===== src/rtl/cfg_fetch_pkg.sv =====
package cfg_fetch_pkg;

   typedef enum logic {
      PH_FETCH  = 1'b0,
      PH_FINISH = 1'b1
   } fetch_phase_t;

   localparam int unsigned CFG_BYTE_W = 8;

   function automatic logic [31:0] pick_vector(input logic prefix,
                                               input logic [31:0] hi_base,
                                               input logic [31:0] offset);
      return (prefix ? hi_base : 32'h0000_0000) + offset;
   endfunction

endpackage


===== src/rtl/cfg_fetch_seq.sv =====
module cfg_fetch_seq
   import cfg_fetch_pkg::*;
#(
   parameter int unsigned ADDR_W = 32,
   parameter int unsigned TOTAL  = 32,
   parameter int unsigned STRIDE = 8,
   localparam int unsigned IDX_W = $clog2(TOTAL),
   localparam int unsigned SHIFT = $clog2(STRIDE)
) (
   input  logic              clk,
   input  logic              rst_n,
   input  logic              rd_ack,
   output logic              rd_req,
   output logic [ADDR_W-1:0] rd_addr,
   output logic              cap_en,
   output logic [IDX_W-1:0]  cap_idx,
   output logic              done_pulse,
   output logic              done
);

   localparam logic [IDX_W-1:0]  LAST_IDX  = IDX_W'(TOTAL - 1);
   localparam logic [ADDR_W-1:0] LAST_ADDR = ADDR_W'((TOTAL - 1) * STRIDE);

   generate
      if ((1 << SHIFT) != STRIDE) begin : g_bad_stride
         $error("STRIDE must be a power of two");
      end
      if ((1 << IDX_W) != TOTAL) begin : g_bad_total
         $error("TOTAL must be a power of two");
      end
   endgenerate

   fetch_phase_t phase;
   logic [IDX_W-1:0] idx;
   logic pulse_q;

   assign rd_req     = (phase == PH_FETCH);
   assign cap_en     = rd_req & rd_ack;
   assign cap_idx    = idx;
   assign rd_addr    = ADDR_W'(idx) << SHIFT;
   assign done       = (phase == PH_FINISH);
   assign done_pulse = pulse_q;

   always_ff @(posedge clk or negedge rst_n) begin
      if (!rst_n) begin
         phase   <= PH_FETCH;
         idx     <= '0;
         pulse_q <= 1'b0;
      end else begin
         pulse_q <= 1'b0;
         if (cap_en) begin
            if (idx == LAST_IDX) begin
               phase   <= PH_FINISH;
               pulse_q <= 1'b1;
            end else begin
               idx <= idx + 1'b1;
            end
         end
      end
   end

   // a stalled read keeps its address
   a_r2_addr_hold: assert property (@(posedge clk) disable iff (!rst_n)
      (rd_req && !rd_ack) |=> $stable(rd_addr));

   // each accepted read moves the address by one stride
   a_r3_addr_step: assert property (@(posedge clk) disable iff (!rst_n)
      (rd_req && rd_ack && rd_addr != LAST_ADDR) |=>
         (rd_addr == $past(rd_addr) + ADDR_W'(STRIDE)));

   // completion pulse lasts a single cycle
   a_r9_pulse_single: assert property (@(posedge clk) disable iff (!rst_n)
      done_pulse |=> !done_pulse);

   // done is sticky
   a_r9_done_sticky: assert property (@(posedge clk) disable iff (!rst_n)
      done |=> done);

   // the pulse follows the final acknowledge
   a_r9_pulse_after_last: assert property (@(posedge clk) disable iff (!rst_n)
      $rose(done) |-> done_pulse);

endmodule


===== src/rtl/cfg_lane_pick.sv =====
module cfg_lane_pick
   import cfg_fetch_pkg::*;
#(
   parameter int unsigned BUS_W    = 64,
   parameter bit          LANE_TOP = 1'b1
) (
   input  logic [BUS_W-1:0]      bus,
   output logic [CFG_BYTE_W-1:0] lane
);

   logic lane_unused;

   generate
      if (BUS_W < 2 * CFG_BYTE_W || (BUS_W % CFG_BYTE_W) != 0) begin : g_bad_bus
         $error("BUS_W must be a multiple of the byte width and at least two bytes");
      end
      if (LANE_TOP) begin : g_top
         assign lane        = bus[BUS_W-1 -: CFG_BYTE_W];
         assign lane_unused = ^bus[BUS_W-CFG_BYTE_W-1:0];
      end else begin : g_bottom
         assign lane        = bus[CFG_BYTE_W-1:0];
         assign lane_unused = ^bus[BUS_W-1:CFG_BYTE_W];
      end
   endgenerate

endmodule


===== src/rtl/cfg_word_asm.sv =====
module cfg_word_asm
   import cfg_fetch_pkg::*;
#(
   parameter int unsigned N_WORDS = 8,
   parameter int unsigned BPW     = 4,
   localparam int unsigned WORD_W = BPW * CFG_BYTE_W,
   localparam int unsigned ACC_W  = WORD_W - CFG_BYTE_W,
   localparam int unsigned POS_W  = $clog2(BPW),
   localparam int unsigned SLOT_W = $clog2(N_WORDS),
   localparam int unsigned IDX_W  = POS_W + SLOT_W
) (
   input  logic                      clk,
   input  logic                      rst_n,
   input  logic                      cap_en,
   input  logic [IDX_W-1:0]          cap_idx,
   input  logic [CFG_BYTE_W-1:0]     byte_in,
   output logic [N_WORDS*WORD_W-1:0] words,
   output logic [N_WORDS-2:0]        valid
);

   generate
      if (BPW < 2 || (1 << POS_W) != BPW) begin : g_bad_bpw
         $error("BPW must be a power of two and at least 2");
      end
      if (N_WORDS < 2 || (1 << SLOT_W) != N_WORDS) begin : g_bad_words
         $error("N_WORDS must be a power of two and at least 2");
      end
   endgenerate

   logic [ACC_W-1:0]  acc;
   logic [SLOT_W-1:0] slot;
   logic              word_end;

   assign slot     = cap_idx[IDX_W-1:POS_W];
   assign word_end = cap_en && (cap_idx[POS_W-1:0] == POS_W'(BPW - 1));

   generate
      if (ACC_W == CFG_BYTE_W) begin : g_acc_one
         always_ff @(posedge clk or negedge rst_n) begin
            if (!rst_n)      acc <= '0;
            else if (cap_en) acc <= byte_in;
         end
      end else begin : g_acc_shift
         always_ff @(posedge clk or negedge rst_n) begin
            if (!rst_n)      acc <= '0;
            else if (cap_en) acc <= {acc[ACC_W-CFG_BYTE_W-1:0], byte_in};
         end
      end

      for (genvar w = 0; w < N_WORDS; w++) begin : g_slot
         logic [WORD_W-1:0] held;
         always_ff @(posedge clk or negedge rst_n) begin
            if (!rst_n)
               held <= '0;
            else if (word_end && slot == SLOT_W'(w))
               held <= {acc, byte_in};
         end
         assign words[w*WORD_W +: WORD_W] = held;

         if (w > 0) begin : g_flag
            logic flag;
            always_ff @(posedge clk or negedge rst_n) begin
               if (!rst_n)
                  flag <= 1'b0;
               else if (word_end && slot == SLOT_W'(w))
                  flag <= 1'b1;
            end
            assign valid[w-1] = flag;
         end
      end
   endgenerate

   // a valid flag never falls outside reset
   a_r7_valid_keep: assert property (@(posedge clk) disable iff (!rst_n)
      1'b1 |=> ((valid & $past(valid)) == $past(valid)));

   // at most one flag rises per cycle
   a_r7_one_rise: assert property (@(posedge clk) disable iff (!rst_n)
      1'b1 |=> $onehot0(valid & ~$past(valid)));

endmodule


===== src/rtl/cfg_vec_decode.sv =====
module cfg_vec_decode
   import cfg_fetch_pkg::*;
#(
   parameter int unsigned PREFIX_POS = 28,
   parameter logic [31:0] HI_BASE    = 32'hFFF0_0000,
   parameter logic [31:0] VEC_OFF    = 32'h0000_0100
) (
   input  logic [31:0] own_word,
   output logic [31:0] rst_vector
);

   generate
      if (PREFIX_POS > 31) begin : g_bad_pos
         $error("PREFIX_POS must lie inside the word");
      end
   endgenerate

   assign rst_vector = pick_vector(own_word[PREFIX_POS], HI_BASE, VEC_OFF);

endmodule


===== src/rtl/cfg_word_fetch.sv =====
module cfg_word_fetch
   import cfg_fetch_pkg::*;
#(
   parameter int unsigned ADDR_W     = 32,
   parameter int unsigned BUS_W      = 64,
   parameter int unsigned STRIDE     = 8,
   parameter int unsigned N_WORDS    = 8,
   parameter int unsigned BPW        = 4,
   parameter bit          LANE_TOP   = 1'b1,
   parameter int unsigned PREFIX_POS = 28,
   parameter logic [31:0] HI_BASE    = 32'hFFF0_0000,
   parameter logic [31:0] VEC_OFF    = 32'h0000_0100,
   localparam int unsigned WORD_W    = BPW * CFG_BYTE_W,
   localparam int unsigned TOTAL     = N_WORDS * BPW,
   localparam int unsigned IDX_W     = $clog2(TOTAL)
) (
   input  logic                          clk,
   input  logic                          rst_n,
   output logic [ADDR_W-1:0]             rd_addr,
   output logic                          rd_req,
   input  logic [BUS_W-1:0]              rd_data,
   input  logic                          rd_ack,
   output logic [WORD_W-1:0]             own_word,
   output logic [31:0]                   rst_vector,
   output logic [(N_WORDS-1)*WORD_W-1:0] sub_words,
   output logic [N_WORDS-2:0]            sub_valid,
   output logic                          done_pulse,
   output logic                          done
);

   generate
      if (WORD_W != 32) begin : g_bad_word
         $error("the own word must be 32 bits wide for vector decode");
      end
   endgenerate

   logic                      cap_en;
   logic [IDX_W-1:0]          cap_idx;
   logic [CFG_BYTE_W-1:0]     lane_byte;
   logic [N_WORDS*WORD_W-1:0] all_words;

   cfg_fetch_seq #(
      .ADDR_W (ADDR_W),
      .TOTAL  (TOTAL),
      .STRIDE (STRIDE)
   ) seq_i (
      .clk        (clk),
      .rst_n      (rst_n),
      .rd_ack     (rd_ack),
      .rd_req     (rd_req),
      .rd_addr    (rd_addr),
      .cap_en     (cap_en),
      .cap_idx    (cap_idx),
      .done_pulse (done_pulse),
      .done       (done)
   );

   cfg_lane_pick #(
      .BUS_W    (BUS_W),
      .LANE_TOP (LANE_TOP)
   ) lane_i (
      .bus  (rd_data),
      .lane (lane_byte)
   );

   cfg_word_asm #(
      .N_WORDS (N_WORDS),
      .BPW     (BPW)
   ) asm_i (
      .clk     (clk),
      .rst_n   (rst_n),
      .cap_en  (cap_en),
      .cap_idx (cap_idx),
      .byte_in (lane_byte),
      .words   (all_words),
      .valid   (sub_valid)
   );

   assign own_word  = all_words[WORD_W-1:0];
   assign sub_words = all_words[N_WORDS*WORD_W-1:WORD_W];

   cfg_vec_decode #(
      .PREFIX_POS (PREFIX_POS),
      .HI_BASE    (HI_BASE),
      .VEC_OFF    (VEC_OFF)
   ) vec_i (
      .own_word   (own_word),
      .rst_vector (rst_vector)
   );

   // once done, every subordinate word is valid
   a_r9_all_valid_at_done: assert property (@(posedge clk) disable iff (!rst_n)
      done |-> (sub_valid == '1));

endmodule


===== config.mk =====
export PLATFORM = sky130hd
export DESIGN_NAME = cfg_word_fetch
export DESIGN_NICKNAME = d
export VERILOG_FILES = /design/src/rtl/cfg_fetch_pkg.sv /design/src/rtl/cfg_fetch_seq.sv /design/src/rtl/cfg_lane_pick.sv /design/src/rtl/cfg_word_asm.sv /design/src/rtl/cfg_vec_decode.sv /design/src/rtl/cfg_word_fetch.sv
export SDC_FILE = /design/constraint.sdc
export NUM_CORES = 1
export LEC_CHECK = 0
export CAP_MARGIN = 25
export CORE_AREA = 2 2 155 157
export DETAILED_ROUTE_END_ITERATION = 8
export DIE_AREA = 0 0 157 159
export DONT_BUFFER_PORTS = 1
export PLACE_DENSITY = 0.68
export SETUP_SLACK_MARGIN = 0.2
export SLEW_MARGIN = 20
export SYNTH_ARGS = -nofsm -noshare
export SYNTH_HDL_FRONTEND = slang
export SYNTH_SLANG_ARGS = --single-unit
export TNS_END_PERCENT = 10

===== constraint.sdc =====
create_clock -name clk -period 2.1 [get_ports clk]
set_clock_uncertainty 0.05 [all_clocks]
set_input_delay 0.21 -clock clk [delete_from_list [all_inputs] [get_ports clk]]
set_output_delay 0.21 -clock clk [all_outputs]
set_load 0.02 [all_outputs]

==> flow_metrics.py, run 1 <==
metrics = {
    "status": {
        "status": "complete, but fails checks",
        "violations": "negative hold slack",
    },
    "clocking": {
        "clock_sinks": 294,
        "cts_tree": "yes",
        "htreeDepth": 1,
        "worst_skew_pair.late_latency_ps": 550,
        "path_clk_slew_ps": 60,
        "cts-root-buf": "clkbuf_16",
        "cts_buffers": 30,
        "hold_buffers": 9,
        "cts_buffer_depth": 3,
    },
    "layout": {
        "post-route-util_pct": 56.68,
        "final_cell_area_um2": 13150,
        "area_growth_pct": 12.72,
        "final_layout_size_suffix_gt1_share_pct": 51.19,
        "n_antenna_cell": 0,
        "fin_nets": 801,
    },
    "global_routing": {
        "antenna_found_initial": 1,
        "grt_start_max_net_pins": 295,
        "grt.total_usage_pct": 21.22,
        "grt_pass1_vias": 6236,
        "grt_pass1_wl_um": 40570,
        "grt.overflow.total": 0,
    },
    "drt": {
        "drt_iter0_drc": 259,
        "viasPerCell": 5.308,
        "wirelength_um": 27030,
        "num_vias": 5695,
        "antenna_left": 0,
        "drcViolationCount": 0,
        "post_drt_wl_per_cell_um": 25.19,
        "dr.pass1.iters": 4,
    },
    "worst_setup_path": {
        "crit_slowest_cell": "or3_2",
        "critical_path.top_delay_family": "simple AND/OR/NAND/NOR gates",
        "r2r-start": "seq_i.cap_idx[1]",
        "start_kind": "register",
        "path_class": "reg -> reg",
        "cp_cell_sequence": "ha_4, nand4b_4, or3_2, buf_4, mux2_4",
        "crit_required_ps": 2470,
        "cp_max_fo": 12,
        "arrival_ps": 2270,
        "cpPeakStageDelay_ps": 480,
        "crit_start": "seq_i.cap_idx[1]",
        "crit_buf_inv": 1,
        "end_kind": "register",
    },
    "sta": {
        "layout_min_cycle_time_ps": 1892,
        "slew_violations": 0,
        "finalCritPeriodShare_pct": 90.09,
        "maxSlewHeadroom_pct": 60.00,
        "finalSetupViolations": 0,
        "finalHoldViolCount": 294,
        "hold-worst-slack_ps": -704.8,
        "tns_ps": 0,
        "max_freq_ghz": 0.5286,
        "rsz0062_at_grt": "yes",
        "fin_ws_ps": 208.0,
        "tightest_slew_ps": 600.0,
    },
    "place": {
        "place_ws_ps": 156.8,
        "gp_congestion": 0.7378,
        "placed_cell_area_um2": 11830,
        "dp_hpwl_um": 17170,
        "portBuffers": 0,
    },
    "floorplan": {
        "fp-row-count": 56,
        "dieWidth_um": 157,
        "initial_core_util_pct": 50.29,
        "coreArea_um2": 23190,
        "die_height_um": 159,
        "io_pins": 397,
        "die-area_um2": 24960,
    },
    "synth": {
        "synth_area_um2": 11660,
        "synth-seq-area-share_pct": 63.08,
        "postSynth.asyncResetShare_pct": 100.0,
        "synth_seq_cells": 294,
        "synthFlopType": "dfrtp_1",
        "yosysTopAreaCell": "dfrtp_1",
        "synth_edf_count": 0,
        "synth_cell_types": 27,
        "synth_top_area_share_pct": 63.08,
        "syn_avg_cell_area_um2": 16.11,
        "yosysMostFrequentCell": "dfrtp_1",
        "syn_inst": 724,
        "yosysWarnings": 0,
        "synth_area_leaders": "dfrtp_1 (63%), mux2_2 (24%), buf_4 (4.6%)",
        "ys_top_cells_by_count": "dfrtp_1 (294), mux2_2 (253), buf_4 (72)",
    },
    "min_path": {
        "hold_path_class": "in -> async",
    },
    "run": {
        "drv_cap": 0,
    },
    "power_and_ir_drop": {
        "total_leakage_power_nw": 6.851,
        "power_mw": 11.11,
        "max-vdd-ir-drop_mv": 0.5741,
        "powerDensity_nw_per_um2": 845.1,
    },
}
==> through the flow <==
step                std cells  hold slack [ps]
floorplan                 769           -135.6
global placement         1002           -128.2
detailed placement       1002           -128.9
CTS                      1070           -712.9
global route             1073           -722.7
finish                   1073           -704.8
==> cells by family after synthesis <==
kind of cell	Yosys count	synth area share (%)
XOR/XNOR	3	0.2253
flip-flops	294	63.08
AND/OR/NAND/NOR	27	1.642
adder cells (fa/ha/maj)	2	0.2145
buffers and inverters	114	6.609
other	2	0.06439
multiplexers	282	28.16
==> worst paths after layout <==
path,endpoint,cells past startpoint,slack (ps)
worst max-delay path,asm_i.g_slot[2].held[4],5,210
worst min-delay path,asm_i.g_slot[5].held[17],0,-700
worst max register to register,asm_i.g_slot[2].held[4],5,210
worst min register to register,asm_i.g_slot[0].held[28],1,510
max in group asynchronous,asm_i.g_slot[7].held[12],0,2310
min in group clk,seq_i.done_pulse,3,130
==> cell usage in the layout, fill, tap and decap left out, drive strengths merged, types with 3 or more instances in the layout <==
cell / Yosys / routed
nand2b: 3 / 3
clkinv: 0 / 9
clkbuf: 2 / 44
mux2: 282 / 282
or2: 4 / 4
nand2: 5 / 5
dlygate4sd3: 0 / 9
buf: 111 / 33
dfrtp: 294 / 294
nor3b: 3 / 3
conb: 2 / 47
==> layer usage <==
metal | vias to the layer above | global-route usage, % | part of all wire [%]
met5 | - | 0 | 0
li1 | 2393 | - | -
met3 | 34 | 8.683 | 11
met1 | 3005 | 25.66 | 38
met4 | 0 | 5.171 | 1.8
met2 | 263 | 35.39 | 49
==> area by class of cell <==
class,instances,area (um^2)
Clock buffer,42,875.8
Clock inverter,12,123.9
Fill cell,1771,10050
Inverter,1,3.754
Multi-Input combinational cell,361,3815
Sequential cell,294,7361
Tap cell,319,399.1
Timing Repair Buffer,44,568.0
==> sequential cells by signal (all words and copies together) (netlist names) <==
register	cells
seq_i.done	1
seq_i.done_pulse	1
seq_i.cap_idx	5
asm_i.g_slot.g_flag.flag	7
asm_i.acc	24
asm_i.g_slot.held	256
==> report_power, final <==
group	leakage (nW)	switching, mW	total (mW)	internal [mW]
Combinational	2.26	0.103	0.126	0.0235
Clock	0.499	2.14	5.28	3.14
Sequential	4.09	0.0275	5.70	5.67
==> what timing repair did <==
item / 4_1_cts / 5_1_grt
gates cloned: 2 / 2
setup endpoints to repair: 83 / 89
pin swaps: 3 / 4
gates resized for setup: 7 / 19
endpoints found under the hold margin: 371 / 294
setup buffers: 3 / 1
Power figures use the tool's default switching activity.
==> run 2: changes to the inputs <==
CORE_AREA = 2 2 153 155   (was 2 2 155 157)
CTS_BUF_LIST = sky130_fd_sc_hd__clkbuf_8 sky130_fd_sc_hd__clkbuf_16   (was unset)
DIE_AREA = 0 0 155 157   (was 0 0 157 159)
PLACE_DENSITY = 0.67   (was 0.68)
clock period = 2.4 ns   (was 2.1 ns; I/O delays follow)
==> run 2 against run 1 <==
  * The flow still finishes with violations (negative hold slack)
  * Global-route usage decreased by 0.73 points
  * Die area decreased by 2.5%
  * Register-to-register slack improved by 80 ps
  * Critical path type unchanged
  * Largest cell class unchanged
  * Largest power group unchanged
==> flow_metrics.py, run 2 (same netlist as run 1, synthesis figures left out) <==
metrics = {
    "status": {
        "status": "complete, but fails checks",
        "violations": "negative hold slack",
    },
    "clocking": {
        "cts_tree": "yes",
        "clock_sinks": 294,
        "postCtsSetupRepairBufs": 0,
        "cts_buffers": 29,
        "cts-root-buf": "clkbuf_16",
        "path_clk_slew_ps": 60,
        "hold_buffers": 9,
        "cts_buffer_depth": 3,
        "worst_skew_pair.late_latency_ps": 530,
        "htreeDepth": 1,
        "ctsResizeCount": 0,
    },
    "drt": {
        "num_vias": 5671,
        "antenna_left": 0,
        "drcViolationCount": 0,
        "post_drt_wl_per_cell_um": 24.77,
        "viasPerCell": 5.522,
        "dr.pass1.iters": 4,
        "wirelength_um": 25440,
        "drt_iter0_drc": 199,
    },
    "sta": {
        "finalCritPeriodShare_pct": 87.85,
        "finalSetupViolations": 0,
        "slew_violations": 0,
        "max_freq_ghz": 0.4743,
        "tightest_slew_ps": 726.8,
        "rsz0062_at_grt": "no",
        "layout_min_cycle_time_ps": 2108,
        "tns_ps": 0,
        "maxSlewHeadroom_pct": 51.55,
        "hold-worst-slack_ps": -649.6,
        "finalHoldViolCount": 294,
    },
    "worst_setup_path": {
        "end_kind": "register",
        "cp_max_fo": 21,
        "crit_required_ps": 2760,
        "r2r_slack_ps": 290,
        "regToRegEndpoint": "asm_i.g_slot[2].held[20]",
        "crit_slowest_cell": "or3_2",
        "crit_buf_inv": 1,
        "critical_path.top_delay_family": "simple AND/OR/NAND/NOR gates",
        "start_kind": "register",
        "path_class": "reg -> reg",
        "cpPeakStageDelay_ps": 480,
        "cp_cell_sequence": "ha_1, nand4b_4, or3_2, buf_4, mux2_4",
        "r2r-start": "seq_i.cap_idx[1]",
        "r2r_cells": 5,
        "arrival_ps": 2470,
    },
    "place": {
        "dp_hpwl_um": 16820,
        "portBuffers": 0,
        "placed_cell_area_um2": 11720,
        "gp_congestion": 0.7704,
    },
    "floorplan": {
        "coreArea_um2": 22500,
        "dieWidth_um": 155,
        "fp-row-count": 55,
        "io_pins": 397,
        "initial_core_util_pct": 51.83,
        "die-area_um2": 24340,
        "die_height_um": 157,
    },
    "global_routing": {
        "antenna_found_initial": 0,
        "grt_start_max_net_pins": 295,
        "grt_pass1_wl_um": 38080,
        "grt_pass1_vias": 5966,
        "grt.overflow.total": 0,
        "grt.total_usage_pct": 20.49,
    },
    "power_and_ir_drop": {
        "powerDensity_nw_per_um2": 739.7,
        "max-vdd-ir-drop_mv": 0.4799,
        "total_leakage_power_nw": 6.742,
    },
    "layout": {
        "mostFrequentLayoutCells": "dfrtp_1 (293), mux2_2 (253), conb_1 (47)",
        "regMostFlops": "asm_i.g_slot.held",
        "final_layout_size_suffix_gt1_share_pct": 49.19,
        "final_cell_area_um2": 12730,
        "final_common_cell": "dfrtp_1",
        "area_growth_pct": 9.194,
        "fin_nets": 790,
        "largest_reg_flops": 256,
        "reg_top3": "asm_i.g_slot.held x256, asm_i.acc x24, asm_i.g_slot.g_flag.flag x7",
        "n_antenna_cell": 0,
    },
    "run": {
        "drv_cap": 0,
    },
    "min_path": {
        "hold_path_class": "in -> async",
    },
}
run 2: cell types whose count changed in the layout (fill, tap and decap cells not counted), sizes merged:
cell | before | now
inv | 1 | 9
clkinv | 9 | 5
clkinvlp | 1 | 2
clkbuf | 44 | 36
buf | 33 | 25
bufinv | 2 | 1
run 2: metrics by stage:
stage | power, mW | hold slack, ps | instances | setup slack (ps) | utilization [%]
2_1_floorplan | 5.205 | -105.6 | 769 | 241.1 | -
5_1_grt | 9.728 | -677.1 | 1027 | 236.4 | 56.59
3_5_place_dp | 5.155 | -99.35 | 966 | 300.8 | 52.07
6_report | 9.420 | -649.6 | 1027 | 291.6 | 56.59
3_3_place_gp | 5.154 | -99.55 | 966 | 357.8 | 52.07
4_1_cts | 9.526 | -667.4 | 1027 | 277.8 | 56.59
run 2: worst max-delay path by stage:
stage	start	end	slack (ps)	cells after the start
6_report	seq_i.cap_idx[1]	asm_i.g_slot[2].held[20]	290	5
5_1_grt	seq_i.cap_idx[0]	asm_i.g_slot[2].held[13]	240	5
4_1_cts	seq_i.cap_idx[1]	asm_i.g_slot[2].held[20]	280	5
3_5_place_dp	seq_i.cap_idx[1]	asm_i.g_slot[2].held[20]	300	5
3_3_place_gp	seq_i.cap_idx[0]	asm_i.g_slot[2].held[21]	360	5
2_1_floorplan	seq_i.cap_idx[0]	seq_i.cap_idx[1]	240	5
run 2: cell type report:
| cell class | instances | area (um^2) |
|---|---|---|
| clock buffers | 36 | 822.0 |
| clock inverters | 16 | 105.1 |
| fillers | 1721 | 9768 |
| inverters | 1 | 3.754 |
| multi-input cells | 361 | 3736 |
| flip-flops and latches | 294 | 7358 |
| well taps | 285 | 356.6 |
| repair buffers | 34 | 352.8 |
run 2: worst register-to-register path, stage by stage (launching register included):
cell and delay [ps]:
dfrtp_1 350, ha_1 250, nand4b_4 190, or3_2 480, buf_4 300, mux2_4 360
run 2: report_power, final:
part           switching (mW)  internal, mW  total (mW)  leakage, nW
Sequential             0.0226          4.96        4.99         4.09
Combinational          0.0880        0.0196       0.108         2.17
Clock                    1.81          2.51        4.33        0.483
Total                    1.92          7.50        9.42         6.74
run 2: metal layers:
| layer | GRT usage, % | vias up | part of all wire [%] |
|---|---|---|---|
| met5 | 0 | - | 0 |
| met4 | 5.644 | 0 | 2.5 |
| met3 | 8.260 | 52 | 11 |
| met2 | 33.80 | 253 | 48 |
| met1 | 25.15 | 2978 | 39 |
| li1 | - | 2388 | - |
==> run 3: changes to the inputs <==
CORE_AREA = 2 2 155 157   (was 2 2 153 155)
DIE_AREA = 0 0 157 159   (was 0 0 155 157)
PLACE_DENSITY = 0.68   (was 0.67)
clock period = 1.9 ns   (was 2.4 ns; I/O delays follow)
==> run 3 against run 2 <==
  * The run ends with negative hold slack, negative setup slack left
  * Clock power up 44%
  * Total power up 35%
  * Non-clock buffer count up 8
  * Sequential power up 26%
  * Hold slack worse by 46 ps
  * Critical path type unchanged
  * Critical endpoint is now seq_i.cap_idx[3]
  * Largest cell class unchanged
  * Largest power group unchanged
  * Highest routed layer unchanged
==> flow_metrics.py, run 3 (same netlist as run 1, synthesis figures left out) <==
metrics = {
    "worst_setup_path": {
        "end_kind": "register",
        "cpPeakStageDelay_ps": 430,
        "crit_cells": 6,
        "crit_buf_inv": 0,
        "cp_max_fo": 5,
        "start_kind": "register",
        "cp_cell_sequence": "ha_4, and3_1, ha_4, nor3b_4, nand4_1, xnor2_1",
        "crit_start": "seq_i.cap_idx[0]",
        "crit_required_ps": 2290,
        "regToRegEndpoint": "seq_i.cap_idx[3]",
        "crit_slowest_cell": "dfrtp_2",
        "r2r-start": "seq_i.cap_idx[0]",
        "arrival_ps": 2290,
        "cp_common_cell": "ha_4",
        "r2r_cells": 6,
        "critical_path.top_delay_family": "simple AND/OR/NAND/NOR gates",
        "r2r_slack_ps": -0.7,
        "endpoint": "seq_i.cap_idx[3]",
        "path_class": "reg -> reg",
    },
    "clocking": {
        "hold_buffers": 9,
        "cts_buffers": 29,
        "cts_buffer_depth": 3,
        "htreeDepth": 1,
        "cts_tree": "yes",
        "worst_skew_pair.late_latency_ps": 530,
        "clock_sinks": 294,
        "cts-root-buf": "clkbuf_16",
        "path_clk_slew_ps": 60,
    },
    "global_routing": {
        "grt.total_usage_pct": 20.88,
        "antenna_found_initial": 0,
        "grt_pass1_wl_um": 40300,
        "grt.overflow.total": 0,
        "grt_start_max_net_pins": 295,
        "grt_pass1_vias": 6254,
    },
    "run": {
        "drv_cap": 0,
    },
    "sta": {
        "layout_min_cycle_time_ps": 1901,
        "finalCritPeriodShare_pct": 100.0,
        "max_freq_ghz": 0.5261,
        "slew_violations": 0,
        "finalSetupViolations": 1,
        "maxSlewHeadroom_pct": 39.14,
        "tns_ps": -0.6679,
        "finalHoldViolCount": 294,
        "fin_ws_ps": -0.6679,
        "rsz0062_at_grt": "yes",
        "hold-worst-slack_ps": -695.4,
        "tightest_slew_ps": 912.9,
    },
    "place": {
        "placed_cell_area_um2": 12010,
        "portBuffers": 0,
        "gp_congestion": 0.7565,
        "dp_hpwl_um": 17100,
    },
    "drt": {
        "antenna_left": 0,
        "num_vias": 5705,
        "wirelength_um": 26450,
        "drcViolationCount": 0,
        "post_drt_wl_per_cell_um": 24.79,
        "dr.pass1.iters": 6,
        "drt_iter0_drc": 282,
        "viasPerCell": 5.347,
    },
    "status": {
        "violations": "negative hold slack, negative setup slack",
        "status": "complete, but fails checks",
    },
    "min_path": {
        "hold_path_class": "in -> async",
    },
    "layout": {
        "largest_reg_flops": 256,
        "final_common_cell": "dfrtp_1",
        "regMostFlops": "asm_i.g_slot.held",
        "final_layout_size_suffix_gt1_share_pct": 50.67,
        "fin_nets": 798,
        "area_growth_pct": 15.74,
        "post-route-util_pct": 58.20,
        "reg_top3": "asm_i.g_slot.held x256, asm_i.acc x24, asm_i.g_slot.g_flag.flag x7",
        "mostFrequentLayoutCells": "dfrtp_1 (290), mux2_2 (177), mux2_4 (105)",
        "fillCellCount": 1722,
        "final_cell_area_um2": 13500,
        "n_antenna_cell": 0,
    },
    "power_and_ir_drop": {
        "total_leakage_power_nw": 6.958,
        "power_mw": 12.68,
        "powerDensity_nw_per_um2": 939.2,
        "max-vdd-ir-drop_mv": 0.7467,
    },
    "floorplan": {
        "io_pins": 397,
        "fp-row-count": 56,
        "die-area_um2": 24960,
        "dieWidth_um": 157,
        "coreArea_um2": 23190,
        "initial_core_util_pct": 50.29,
        "die_height_um": 159,
    },
}
run 3: where the power goes:
part           switching [mW]  total, mW  internal (mW)
sequential             0.0294       6.30           6.27
clock                    2.30       6.24           3.94
combinational           0.112      0.138         0.0263
run 3: worst min path at each step:
stage / endpoint / cells after the start / slack [ps]
after floorplan: asm_i.acc[0] / 0 / -160
after global placement: asm_i.g_slot[0].held[21] / 0 / -150
after detailed placement: asm_i.g_slot[0].held[21] / 0 / -150
after CTS: asm_i.g_slot[0].held[21] / 0 / -720
after global routing: asm_i.g_slot[0].held[28] / 0 / -730
final: asm_i.g_slot[0].held[21] / 0 / -700
run 3: layer usage:
metal	GRT usage, %	part of all wire [%]
met5	0	0
met4	5.755	2.1
met3	7.784	10
met2	35.71	50
met1	24.67	38
run 3: cell type report:
type                    count  area [um^2]  area share (%)
clock buffers              35        808.3           5.988
clock inverters            15        247.7           1.835
inverters                   1        3.754         0.02781
multi-input cells         361         4064           30.11
flip-flops and latches    294         7362           54.54
well taps                 319        399.1           2.957
repair buffers             42        613.1           4.542
run 3: stage by stage:
| stage | cells | worst slack (ps) |
|---|---|---|
| 2_1_floorplan | 769 | 63.84 |
| 3_3_place_gp | 1002 | 35.39 |
| 3_5_place_dp | 1002 | 14.71 |
| 4_1_cts | 1067 | 13.59 |
| 5_1_grt | 1067 | -39.34 |
| 6_report | 1067 | -0.6679 |
run 3: repair_timing:
item                                   in CTS  in global routing
pin swaps                                   3                  5
setup buffers                               3                  0
setup endpoints to repair                 217                251
gates resized for setup                    21                 44
cloned                                      3                  0
endpoints found under the hold margin     370                294
run 3: worst register-to-register path, delay by kind of cell, from the launching register on:
family	cells	cell delay, ps
and+or+nand+nor	3	760
xor gates and xnor gates	1	210
DFF	1	430
adders and majority gates	2	380
